==> config.mk <==
export PLATFORM = sky130hd
export DESIGN_NAME = clkLossMonitor
export DESIGN_NICKNAME = d
export VERILOG_FILES = /design/src/rtl/clk_mon_pkg.sv /design/src/rtl/clkMonDatapath.sv /design/src/rtl/clkMonControl.sv /design/src/rtl/clkLossMonitor.sv
export SDC_FILE = /design/constraint.sdc
export NUM_CORES = 1
export LEC_CHECK = 0
export BUFFER_PORTS_ARGS = -buffer_cell sky130_fd_sc_hd__buf_2
export CELL_PAD_IN_SITES_DETAIL_PLACEMENT = 2
export CELL_PAD_IN_SITES_GLOBAL_PLACEMENT = 2
export CORE_MARGIN = 4
export CORE_UTILIZATION = 34
export DETAILED_ROUTE_END_ITERATION = 8
export GPL_TIMING_DRIVEN = 0
export PLACE_DENSITY_LB_ADDON = 0.1
export SYNTH_ARGS = -nofsm -noshare
export SYNTH_HDL_FRONTEND = slang
export SYNTH_SLANG_ARGS = --single-unit
==> constraint.sdc <==
create_clock -name refClk -period 2.36 [get_ports refClk]
set_clock_uncertainty 0.2 [all_clocks]
set_input_delay 0.236 -clock refClk [delete_from_list [all_inputs] [get_ports refClk]]
set_output_delay 0.236 -clock refClk [all_outputs]
set_load 0.05 [all_outputs]
==> src/rtl/clk_mon_pkg.sv <==
package clk_mon_pkg;

  // strobes from control to datapath
  typedef struct packed {
    logic reload;
    logic run;
  } monCtl_t;

  // status from datapath to control
  typedef struct packed {
    logic edgeSeen;
    logic expired;
  } monStat_t;

endpackage

==> src/rtl/clkMonDatapath.sv <==
module clkMonDatapath
  import clk_mon_pkg::*;
#(
  parameter int TIMEOUT_CYCLES = 1024,
  parameter int SYNC_STAGES    = 2
) (
  input  logic     refClk,
  input  logic     rstN,
  input  logic     oscIn,
  input  monCtl_t  ctl,
  output monStat_t stat
);

  localparam int CNT_W = $clog2(TIMEOUT_CYCLES + 1);
  localparam logic [CNT_W-1:0] LOAD_VAL = CNT_W'(TIMEOUT_CYCLES);

  logic [SYNC_STAGES-1:0] syncChain;
  logic                   oscPrev;
  logic [CNT_W-1:0]       remain;

  // synchronizer stages
  generate
    for (genvar s = 0; s < SYNC_STAGES; s++) begin : g_sync
      if (s == 0) begin : g_first
        always_ff @(posedge refClk or negedge rstN) begin
          if (!rstN) syncChain[0] <= 1'b0;
          else       syncChain[0] <= oscIn;
        end
      end else begin : g_next
        always_ff @(posedge refClk or negedge rstN) begin
          if (!rstN) syncChain[s] <= 1'b0;
          else       syncChain[s] <= syncChain[s-1];
        end
      end
    end
  endgenerate

  always_ff @(posedge refClk or negedge rstN) begin
    if (!rstN) oscPrev <= 1'b0;
    else       oscPrev <= syncChain[SYNC_STAGES-1];
  end

  always_ff @(posedge refClk or negedge rstN) begin
    if (!rstN)                     remain <= LOAD_VAL;
    else if (ctl.reload)           remain <= LOAD_VAL;
    else if (ctl.run && remain != '0) remain <= remain - 1'b1;
  end

  always_comb begin
    stat.edgeSeen = syncChain[SYNC_STAGES-1] & ~oscPrev;
    stat.expired  = (remain == '0);
  end

endmodule

==> src/rtl/clkMonControl.sv <==
module clkMonControl
  import clk_mon_pkg::*;
(
  input  logic     refClk,
  input  logic     rstN,
  input  logic     monEnable,
  input  logic     selfClkMode,
  input  logic     scmClear,
  input  monStat_t stat,
  output monCtl_t  ctl,
  output logic     failPulse,
  output logic     scmReq,
  output logic     rstReq
);

  logic armed;
  logic fire;

  always_comb begin
    ctl.reload = ~monEnable | stat.edgeSeen;
    ctl.run    = monEnable;
    fire       = monEnable & stat.expired & armed & ~stat.edgeSeen;
  end

  always_ff @(posedge refClk or negedge rstN) begin
    if (!rstN)                            armed <= 1'b1;
    else if (!monEnable || stat.edgeSeen) armed <= 1'b1;
    else if (fire)                        armed <= 1'b0;
  end

  always_ff @(posedge refClk or negedge rstN) begin
    if (!rstN) begin
      failPulse <= 1'b0;
      rstReq    <= 1'b0;
      scmReq    <= 1'b0;
    end else begin
      failPulse <= fire;
      rstReq    <= fire & ~selfClkMode;
      if (fire && selfClkMode) scmReq <= 1'b1;
      else if (scmClear)       scmReq <= 1'b0;
    end
  end

endmodule

==> src/rtl/clkLossMonitor.sv <==
module clkLossMonitor
  import clk_mon_pkg::*;
#(
  parameter int TIMEOUT_CYCLES = 1024,
  parameter int SYNC_STAGES    = 2
) (
  input  logic refClk,
  input  logic rstN,
  input  logic oscIn,
  input  logic monEnable,
  input  logic selfClkMode,
  input  logic scmClear,
  output logic failPulse,
  output logic scmReq,
  output logic rstReq
);

  monCtl_t  ctlBus;
  monStat_t statBus;

  clkMonDatapath #(
    .TIMEOUT_CYCLES(TIMEOUT_CYCLES),
    .SYNC_STAGES   (SYNC_STAGES)
  ) dp_i (
    .refClk(refClk),
    .rstN  (rstN),
    .oscIn (oscIn),
    .ctl   (ctlBus),
    .stat  (statBus)
  );

  clkMonControl ctl_i (
    .refClk     (refClk),
    .rstN       (rstN),
    .monEnable  (monEnable),
    .selfClkMode(selfClkMode),
    .scmClear   (scmClear),
    .stat       (statBus),
    .ctl        (ctlBus),
    .failPulse  (failPulse),
    .scmReq     (scmReq),
    .rstReq     (rstReq)
  );

endmodule

# Yosys cells after proc, flatten, opt, wreduce, memory -nomap -nowiden
# Cells that the tools add are included.
# classes
addsub,1
n_mux,6
bitwise_logic,10
reduce_logical,9
# op_table
op,count
$mux 11,2
$logic_not 11->1,1
$reduce_bool 11->1,1
$sub 11x1->11 const B,1
$reduce_bool 2->1,3
$and 1x1->1,5
$mux 1,4
$not 1->1,4
$logic_and 1x1->1,2
$logic_not 1->1,1
$logic_or 1x1->1,1
$or 1x1->1,1
# totals
ff_bits,18
inputBits,6
output_inout_bits,3
wordCells,34

# Depth between registers and ports, before layout
# Gate-level depths: netlist (run 1).
# depth
depth_word,6
ltp_mapped,6
mapped_depth_nobuf,6

# Hierarchy
# Synthesis (run 1) repeated with hierarchy kept, for this count alone.
# hier_totals
hier_cells,82
hier_area_um2,862.1
# modules_own_cells
module,instances,cells_per_inst,area_each_um2,seq_area_each_um2
clkMonDatapath,1,68,705.7,351.6
clkMonControl,1,14,156.4,101.3

# Least setup slack after synthesis (run 1)
# Ideal clock, no wire load.
# synth_path
path_kind,flip-flop to flip-flop
from,register dp_i.remain[0]
to,register dp_i.remain[1]
setup_time_ns,0.149
t_arrival_ns,1.710
required_ns,2.011
setup_slack_ns,0.301
stages_incl_launch_ff,7
path_buffers,0
synth_period_minus_slack_ns,2.059
cell_sequence,dfrtp_1 inv_1 ha_1 or3b_4 or4_4 nor2_1 a211oi_2
# synth_between
elab_chain_cells,3
elab_cells_between_ends,6
cone_classes,add/sub: 1; mux: 2; reduce/logical: 3
# synth_rtl
element,line_no,text
start: declaration,clkMonDatapath.sv:19,logic [CNT_W-1:0] remain;
start signal: assignment,clkMonDatapath.sv:46,else if (ctl.run && remain != '0) remain <= remain - 1'b1;
$sub 11x1->11 or $reduce_bool 11->1 (tied branches),clkMonDatapath.sv:46,
$mux 11 or $logic_and 1x1->1 (tied branches),clkMonDatapath.sv:46,
$mux 11 or $reduce_bool 2->1 (tied branches),--,
# Several ways; a longest one is shown, not always the timed one. The select of a mux whose other input is x is not followed.
# A chain may end at the register's enable or synchronous reset.

# Worst setup path in the final report (run 1)
# Ends and elaborated chain as after synthesis.

==> flow_summary.toml, run 1 <==
[pwr]
peakVddDrop_mv = 0.408
leakagePower_uw = 0.000464
powerDensity_nw_per_um2 = 892

[sta]
rsz0062_at_grt = "false"
setup_tns_ps = 0
finalCritPeriodShare_pct = 94.5
finalHoldViolCount = 0
tightest_slew_ps = 857
fmax_mhz = 448
drv_slew = 0
layout_min_cycle_time_ps = 2230
maxSlewHeadroom_pct = 42.5
whs_ps = 28.6
setup_viol = 0

[min_path]
hold_path_end = "ctl_i.armed$_DFFE_PN1P_"
min_path_cells = 3
worstHoldStart = "monEnable"
min_path_type = "in -> reg"

[synthesis]
synthCells = 77
ys_types = 30
synth-edff-count = 0
ys_warn_count = 0
yosysSeqAreaShare_pct = 55.4
synth.area.top_cells = "dfrtp_1 (49%), dfstp_2 (6.4%), a21oi_1 (3.7%)"
synth_top_cell_by_area = "dfrtp_1"
synthArstFlopShare_pct = 100
synth_area_per_cell_um2 = 10.6
yosys_register_bits = 18
synth_nets = 84
synth_top_area_share_pct = 48.9
synth_area_um2 = 818
synthFlopType = "dfrtp_1"

[detailed_routing]
postRouteAntennaNets = 0
wl_per_cell_um = 15.8
wl_um = 1950
drc_errors = 0
initialDrtViolationCount = 7
drt_pass1_iterations = 3
num_vias = 648
viasPerCell = 5.23

[clocking]
cts.clk_slew.worst_paths_ps = 110
worstSkewPairLatency_ps = 300
clock_sink_count = 18
cts_root_buf = "clkbuf_4"
clockBufferDepth = 2
cts_resized = 0
htree_levels = 1
numCtsBuffers = 3
cts_tree = "done"

[place]
port_buffers = 8
place.gp.congestion = 0.693
hpwl_um = 1310
dpl_cell_area_um2 = 893

[outcome]
outcome = "finished, final reports clean"

[worst_setup_path]
cp.required_ps = 2310
path_cells = "inv_1 -> ha_1 -> or3b_4 -> or4_4 -> nor2_1 -> a211oi_2"
r2r-end = "dp_i.remain[1]$_DFFE_PN0P_"
cp.buffers_inverters = 1
worstSetupPathType = "reg -> reg"
ff2ff_path_depth = 6
cp_top_family = "simple AND/OR/NAND/NOR gates"
cp_max_fo = 5
rrSetupSlack_ps = 130
arrival_ps = 2190
max_stage_delay_ps = 540
crit_path_end_kind = "register"
start_kind = "register"
slowest_stage = "or4_4"
worstReg2RegStart = "dp_i.remain[0]$_DFFE_PN0P_"

[global_route]
track_usage_pct = 13.5
grt_remaining_overflow = 0
antenna_found_initial = 0
grt_first_pass_wirelength_um = 3330
grt_pass1_vias = 713
grt_max_degree = 19

[die]
die_h_um = 57.1
dieArea_um2 = 3260
rows = 17
die_w_um = 57.1
io_pins = 9
start_util_pct = 36.3
core_um2 = 2250

[finish]
final_nets = 104
stdcell_area_um2 = 992
drive_above_1_share_pct = 25.0
area_growth_pct = 21.3
n_fill_cell = 260
num_antenna_cells = 0

[flow_run]
cap_violations = 0
worst register-to-register path: stages (launching register included):
cell and delay [ps]:
dfrtp_1 410, inv_1 100, ha_1 210, or3b_4 440, or4_4 550, nor2_1 140
a211oi_2 40
layout by cell type, fill, tap and decap left out, types with 3 or more instances in the layout:
cell | netlist | final
a21oi_1 | 6 | 6
buf_2 | 0 | 8
buf_4 | 0 | 3
clkbuf_4 | 0 | 3
dfrtp_1 | 16 | 16
dlygate4sd3_1 | 0 | 4
inv_1 | 6 | 6
nand2_1 | 6 | 6
nand3_1 | 3 | 3
nor2_1 | 8 | 8
or3_1 | 3 | 3
worst max-delay path by stage:
| stage | from | endpoint | slack (ps) | cells after the start |
|---|---|---|---|---|
| after floorplan | dp_i.remain[0]$_DFFE_PN0P_ | dp_i.remain[1]$_DFFE_PN0P_ | 300 | 6 |
| after global placement | dp_i.remain[0]$_DFFE_PN0P_ | ctl_i.scmReq$_DFFE_PN0P_ | 100 | 6 |
| after detailed placement | dp_i.remain[0]$_DFFE_PN0P_ | ctl_i.scmReq$_DFFE_PN0P_ | 60 | 6 |
| after CTS | dp_i.remain[0]$_DFFE_PN0P_ | ctl_i.scmReq$_DFFE_PN0P_ | 30 | 6 |
| after global routing | dp_i.remain[0]$_DFFE_PN0P_ | dp_i.remain[9]$_DFFE_PN0P_ | 4 | 7 |
| final | dp_i.remain[0]$_DFFE_PN0P_ | dp_i.remain[1]$_DFFE_PN0P_ | 130 | 6 |
repair_timing:
action | CTS | global route
setup endpoints to repair | 0 | 7
endpoints found under the hold margin | 21 | 0
setup buffers | 0 | 3
hold buffers | 4 | 0
cell families (layout without fill, tap and decap cells):
logic type / after synthesis / after routing / share of synthesized area (%)
XOR/XNOR: 3 / 3 / 3.21
adder cells (fa/ha/maj): 1 / 1 / 1.53
buffers and inverters: 6 / 25 / 2.75
AND/OR/NAND/NOR: 34 / 34 / 25.7
AO/OA/AOI/OAI: 15 / 15 / 11.5
flip-flops: 18 / 18 / 55.4
area by class of cell:
cell class	count	area (um2)	share of cell area (%)
clock buffer	4	36.3	3.66
inverter	6	22.5	2.27
sequential	18	453	45.6
timing repair buffer	15	103	10.3
multi-input combinational	53	343	34.6
tap	28	35.0	3.53
stage by stage:
step / setup slack, ps / utilization (%) / instances / power, uW
2_1_floorplan: 301 / - / 77 / 612
3_3_place_gp: 102 / 39.6 / 113 / 671
3_5_place_dp: 60.3 / 39.6 / 113 / 685
4_1_cts: 34.3 / 43.0 / 121 / 887
5_1_grt: 4.25 / 44.0 / 124 / 956
6_report: 129 / 44.0 / 124 / 885
metal layers:
layer	global-route usage [%]	wire (um)	part of all wire [%]	vias to the layer above
met5	0	0	0	-
met2	22.8	970	50	7
li1	-	-	-	314
met3	4.75	60	3.1	5
met1	16.1	896	46	322
met4	3.97	25	1.3	0
registers in the layout, indices dropped and copies added, names as in the netlist:
signal and count:
dp_i.oscPrev 1, ctl_i.rstReq 1, dp_i.syncChain 2, ctl_i.armed 1, dp_i.remain 11, ctl_i.scmReq 1, ctl_i.failPulse 1
cells in the mapped netlist (2+ instances only):
library cell / count
or4_4: 2
inv_1: 6
a21oi_1: 6
dfstp_2: 2
xor2_1: 2
or3_1: 3
o21ai_0: 2
dfrtp_1: 16
nand3_1: 3
nor3_1: 2
o31ai_1: 2
nand2_1: 6
nor2_1: 8
where the power goes:
group          internal (uW)  leakage (uW)  switching [uW]  total (uW)
Combinational            128      0.000212             159         287
Clock                   94.1     0.0000210            98.2         192
Sequential               356      0.000231            49.7         405
Total                    578      0.000464             307         885
Note: power is estimated with default switching activity, not from simulation.
==> run 2: changes to the inputs <==
--- a/config.mk
+++ b/config.mk
@@ -12,7 +12,7 @@
 export CORE_UTILIZATION = 34
 export DETAILED_ROUTE_END_ITERATION = 8
 export GPL_TIMING_DRIVEN = 0
-export PLACE_DENSITY_LB_ADDON = 0.1
+export PLACE_DENSITY_LB_ADDON = 0.3
 export SYNTH_ARGS = -nofsm -noshare
 export SYNTH_HDL_FRONTEND = slang
 export SYNTH_SLANG_ARGS = --single-unit
==> run 2 against run 1 <==
Compared with the run above:
- sequential share of layout area fell by 0.46 points
- non-clock buffer count rose by 1
- first-iteration DRC count rose by 29%
- via count rose by 2.6%
- worst hold slack improved by 3.9 ps
- cell count rose by 0.81%
- final area rose by 1.0%
==> flow_summary.toml, run 2 (synthesis gave the netlist of run 1 again) <==
[worst_setup_path]
slowest_stage = "or4_4"
crit_path_end_kind = "register"
max_stage_delay_ps = 540
arrival_ps = 2240
worstSetupPathType = "reg -> reg"
cp_max_fo = 5
cp_top_family = "simple AND/OR/NAND/NOR gates"
path_cells = "inv_1 -> ha_2 -> or3b_4 -> or4_4 -> nand3_1 -> a21oi_1"
start_kind = "register"
cp.required_ps = 2320
cp.buffers_inverters = 1

[die]
core_um2 = 2250
die_h_um = 57.1
die_w_um = 57.1
start_util_pct = 36.3
rows = 17
io_pins = 9
dieArea_um2 = 3260

[clocking]
cts_root_buf = "clkbuf_4"
htree_levels = 1
numCtsBuffers = 3
cts_tree = "done"
clock_sink_count = 18
worstSkewPairLatency_ps = 300
clockBufferDepth = 2
cts.clk_slew.worst_paths_ps = 110

[sta]
finalCritPeriodShare_pct = 96.9
setup_viol = 0
maxSlewHeadroom_pct = 46.6
drv_slew = 0
fmax_mhz = 437
tightest_slew_ps = 796
setup_tns_ps = 0
layout_min_cycle_time_ps = 2290
finalHoldViolCount = 0

[finish]
num_antenna_cells = 0
drive_above_1_share_pct = 26.8
final_common_cell = "dfrtp_1"
reg_top3 = "dp_i.remain x11, dp_i.syncChain x2"
final_nets = 105
area_growth_pct = 22.5
n_fill_cell = 270
largest_reg_flops = 11
stdcell_area_um2 = 1000
most-common-layout-cells = "dfrtp_1 (16), nor2_1 (8), buf_2 (8)"
regMostFlops = "dp_i.remain"

[pwr]
switching_share_pct = 35.7
p_seq_share_pct = 45.2
clkPwrFrac_pct = 21.7
p_int_uw = 581
switching_power_uw = 322
leakagePower_uw = 0.000468
peakVddDrop_mv = 0.380
powerDensity_nw_per_um2 = 901
pwr-share-comb_pct = 33.2

[global_route]
track_usage_pct = 14.1
grt_remaining_overflow = 0
grt_max_degree = 19
use_met3_pct = 2.94
grtUsageMet2_pct = 24.1
grt_first_pass_wirelength_um = 3590
antenna_found_initial = 0
top_usage_layer = "met2"
grt_pass1_vias = 741
met1_usage_pct = 17.6

[min_path]
min_path_type = "in -> reg"

[detailed_routing]
wl_per_cell_um = 17.0
num_vias = 665
viasPerCell = 5.32
drc_errors = 0
postRouteAntennaNets = 0
initialDrtViolationCount = 9
wl_um = 2120
drt_pass1_iterations = 3

[place]
dpl_cell_area_um2 = 893
hpwl_um = 1370
place.gp.congestion = 0.708
port_buffers = 8

[outcome]
outcome = "finished, final reports clean"

[flow_run]
cap_violations = 0
## run 2: cell count changes in the layout (fill, tap and decap cells not counted), sizes merged
cell	previous run	this run
buf	11	12
## run 2: worst paths after layout
check,from,endpoint,slack (ps),cells past startpoint
worst max-delay path,dp_i.remain[0]$_DFFE_PN0P_,dp_i.remain[3]$_DFFE_PN0P_,70,6
worst min-delay path,monEnable,dp_i.remain[10]$_DFFE_PN1P_,30,3
worst max register to register,dp_i.remain[0]$_DFFE_PN0P_,dp_i.remain[3]$_DFFE_PN0P_,70,6
worst min register to register,dp_i.syncChain[0]$_DFF_PN0_,dp_i.syncChain[1]$_DFF_PN0_,170,0
max in group asynchronous,rstN,ctl_i.armed$_DFFE_PN1P_,1440,2
min in group asynchronous,rstN,ctl_i.rstReq$_DFF_PN0_,190,2
## run 2: per-layer routing
metal	wire (um)	vias up
met3	72	5
met4	34	0
met2	1110	12
met1	908	337
met5	0	-
li1	-	311
## run 2: area by class of cell
cell class,count,area [um2],area share (%)
Multi-Input combinational cell,53,345,34.5
Timing Repair Buffer,16,110,11.0
Inverter,6,22.5,2.25
Clock buffer,4,36.3,3.62
Sequential cell,18,453,45.2
Tap cell,28,35.0,3.50
## run 2: worst min-delay path, delay by kind of cell
| kind | cells | cell delay [ps] |
|---|---|---|
| buf+inv | 1 | 90 |
| compound gates | 1 | 150 |
| simple gates | 1 | 60 |
## run 2: metrics by stage
step / total power, uW / hold WS [ps] / cells / setup WS, ps / utilization (%)
final: 903 / 32.5 / 125 / 74.1 / 44.5
after global placement: 665 / -7.74 / 113 / 122 / 39.6
after detailed placement: 686 / 0.315 / 113 / 50.5 / 39.6
after CTS: 897 / 39.3 / 121 / 7.82 / 43.0
after global routing: 971 / 54.5 / 125 / -10.7 / 44.5
after floorplan: 612 / -260 / 77 / 301 / -
## run 2: power groups by stage
| stage | clock [uW] | combinational [uW] | sequential, uW |
|---|---|---|---|
| after global placement | 0 | 260 | 406 |
| after global routing | 221 | 334 | 416 |
| final | 196 | 300 | 408 |
| after detailed placement | 0 | 273 | 412 |
| after floorplan | 0 | 211 | 401 |
| after CTS | 207 | 285 | 406 |
## run 2: timing repair
item	4_1_cts	5_1_grt
setup buffers	0	4
endpoints found under the hold margin	21	0
hold buffers	4	0
setup endpoints to repair	0	7
gates resized for setup	0	1
==> run 3: changes to the inputs <==
--- a/config.mk
+++ b/config.mk
@@ -13,6 +13,7 @@
 export DETAILED_ROUTE_END_ITERATION = 8
 export GPL_TIMING_DRIVEN = 0
 export PLACE_DENSITY_LB_ADDON = 0.3
+export SETUP_SLACK_MARGIN = 0.5
 export SYNTH_ARGS = -nofsm -noshare
 export SYNTH_HDL_FRONTEND = slang
 export SYNTH_SLANG_ARGS = --single-unit
==> run 3 against run 2 <==
Compared with the run above:
- sequential share of layout area fell by 8.4 points
- worst hold slack improved by 100 ps
- maximum frequency rose by 4.1%
- cell count rose by 12%
- count of clock-buffer cells in the layout did not move
==> flow_summary.toml, run 3 (synthesis gave the netlist of run 1 again) <==
[detailed_routing]
postRouteAntennaNets = 0
drc_errors = 0
drt_pass1_iterations = 3
num_vias = 757
viasPerCell = 5.41
wl_um = 3190
initialDrtViolationCount = 5
wl_per_cell_um = 22.8

[worst_setup_path]
arrival_ps = 2130
cp_max_fo = 4
start_kind = "register"
cp.required_ps = 2300
worstSetupPathType = "reg -> reg"
crit_path_end_kind = "register"
rrSetupSlack_ps = 160

[sta]
tightest_slew_ps = 929
layout_min_cycle_time_ps = 2200
rsz0062_at_grt = "true"
whs_ps = 136
drv_slew = 0
fmax_mhz = 456
maxSlewHeadroom_pct = 37.6
setup_tns_ps = 0
finalCritPeriodShare_pct = 93.0
finalWorstSetupSlack_ps = 165
finalHoldViolCount = 0
setup_viol = 0

[finish]
final_common_cell = "dfrtp_1"
stdcell_area_um2 = 1230
area_growth_pct = 50.6
n_fill_cell = 223
final_nets = 120
reg_top3 = "dp_i.remain x11, dp_i.syncChain x2"
num_antenna_cells = 0
drive_above_1_share_pct = 49.1
largest_reg_flops = 11
most-common-layout-cells = "dfrtp_1 (16), buf_4 (13), buf_2 (8)"
regMostFlops = "dp_i.remain"

[pwr]
leakagePower_uw = 0.000566
peakVddDrop_mv = 0.485
powerDensity_nw_per_um2 = 920

[clocking]
cts_root_buf = "clkbuf_4"
htree_levels = 1
clock_sink_count = 18
clockBufferDepth = 2
cts_tree = "done"
numCtsBuffers = 3
worstSkewPairLatency_ps = 290
cts.clk_slew.worst_paths_ps = 110

[die]
start_util_pct = 36.3
dieArea_um2 = 3260
io_pins = 9
rows = 17
die_w_um = 57.1
core_um2 = 2250
die_h_um = 57.1

[global_route]
grt_pass1_vias = 871
grt_max_degree = 19
track_usage_pct = 18.2
grt_first_pass_wirelength_um = 4480
antenna_found_initial = 0
grt_remaining_overflow = 0

[outcome]
outcome = "finished, final reports clean"

[place]
place.gp.congestion = 0.673
pre_cts_ws_ps = 142
port_buffers = 8
hpwl_um = 1480
dpl_cell_area_um2 = 898

[flow_run]
cap_violations = 0

[min_path]
min_path_type = "in -> reg"
## run 3: worst paths after layout
| kind | startpoint | end | depth (start not counted) |
|---|---|---|---|
| worst max-delay path | dp_i.remain[1]$_DFFE_PN0P_ | dp_i.remain[7]$_DFFE_PN0P_ | 9 |
| worst min-delay path | monEnable | ctl_i.armed$_DFFE_PN1P_ | 3 |
| worst max register to register | dp_i.remain[1]$_DFFE_PN0P_ | dp_i.remain[7]$_DFFE_PN0P_ | 9 |
| worst min register to register | dp_i.syncChain[0]$_DFF_PN0_ | dp_i.syncChain[1]$_DFF_PN0_ | 0 |
| max in group asynchronous | rstN | ctl_i.armed$_DFFE_PN1P_ | 2 |
| min in group asynchronous | rstN | dp_i.remain[5]$_DFFE_PN0P_ | 2 |
## run 3: layer usage
layer / vias up / global-route usage, % / part of all wire, %
li1: 344 / - / -
met1: 400 / 20.6 / 40
met2: 9 / 32.8 / 56
met3: 4 / 3.39 / 2.2
met4: 0 / 8.61 / 1.6
met5: - / 0 / 0
## run 3: power by group
| part | total (uW) | internal [uW] | switching (uW) |
|---|---|---|---|
| sequential | 416 | 356 | 60.3 |
| clock | 193 | 93.7 | 98.9 |
| combinational | 525 | 264 | 261 |
| total | 1130 | 713 | 421 |
## run 3: cell type report
cell class                      instances  area [um2]  area share [%]
Multi-Input combinational cell         53         432            35.0
Timing Repair Buffer                   31         254            20.6
Inverter                                6        22.5            1.83
Clock buffer                            4        36.3            2.94
Sequential cell                        18         453            36.8
Tap cell                               28        35.0            2.84
## run 3: stage by stage
step | power (uW) | utilization, % | cells
finish | 1130 | 54.7 | 140
global route | 1200 | 54.7 | 140
CTS | 1010 | 49.7 | 134
detailed placement | 694 | 39.8 | 113
global placement | 670 | 39.8 | 113
floorplan | 615 | - | 77
## run 3: worst max-delay path, stage by stage (launching register included)
cell,delay [ps]
dfrtp_1,410
inv_2,80
ha_4,130
or3b_4,400
buf_12,150
nor4_4,220
buf_4,190
buf_6,110
or3_1,100
a21oi_1,60
## run 3: timing repair
item                       4_1_cts  5_1_grt
gates cloned                     0        0
hold buffers                     4        0
pin swaps                       10        9
setup buffers                   13        6
setup endpoints to repair       13       15
resized for setup                8       15
hold endpoints to repair        21        0
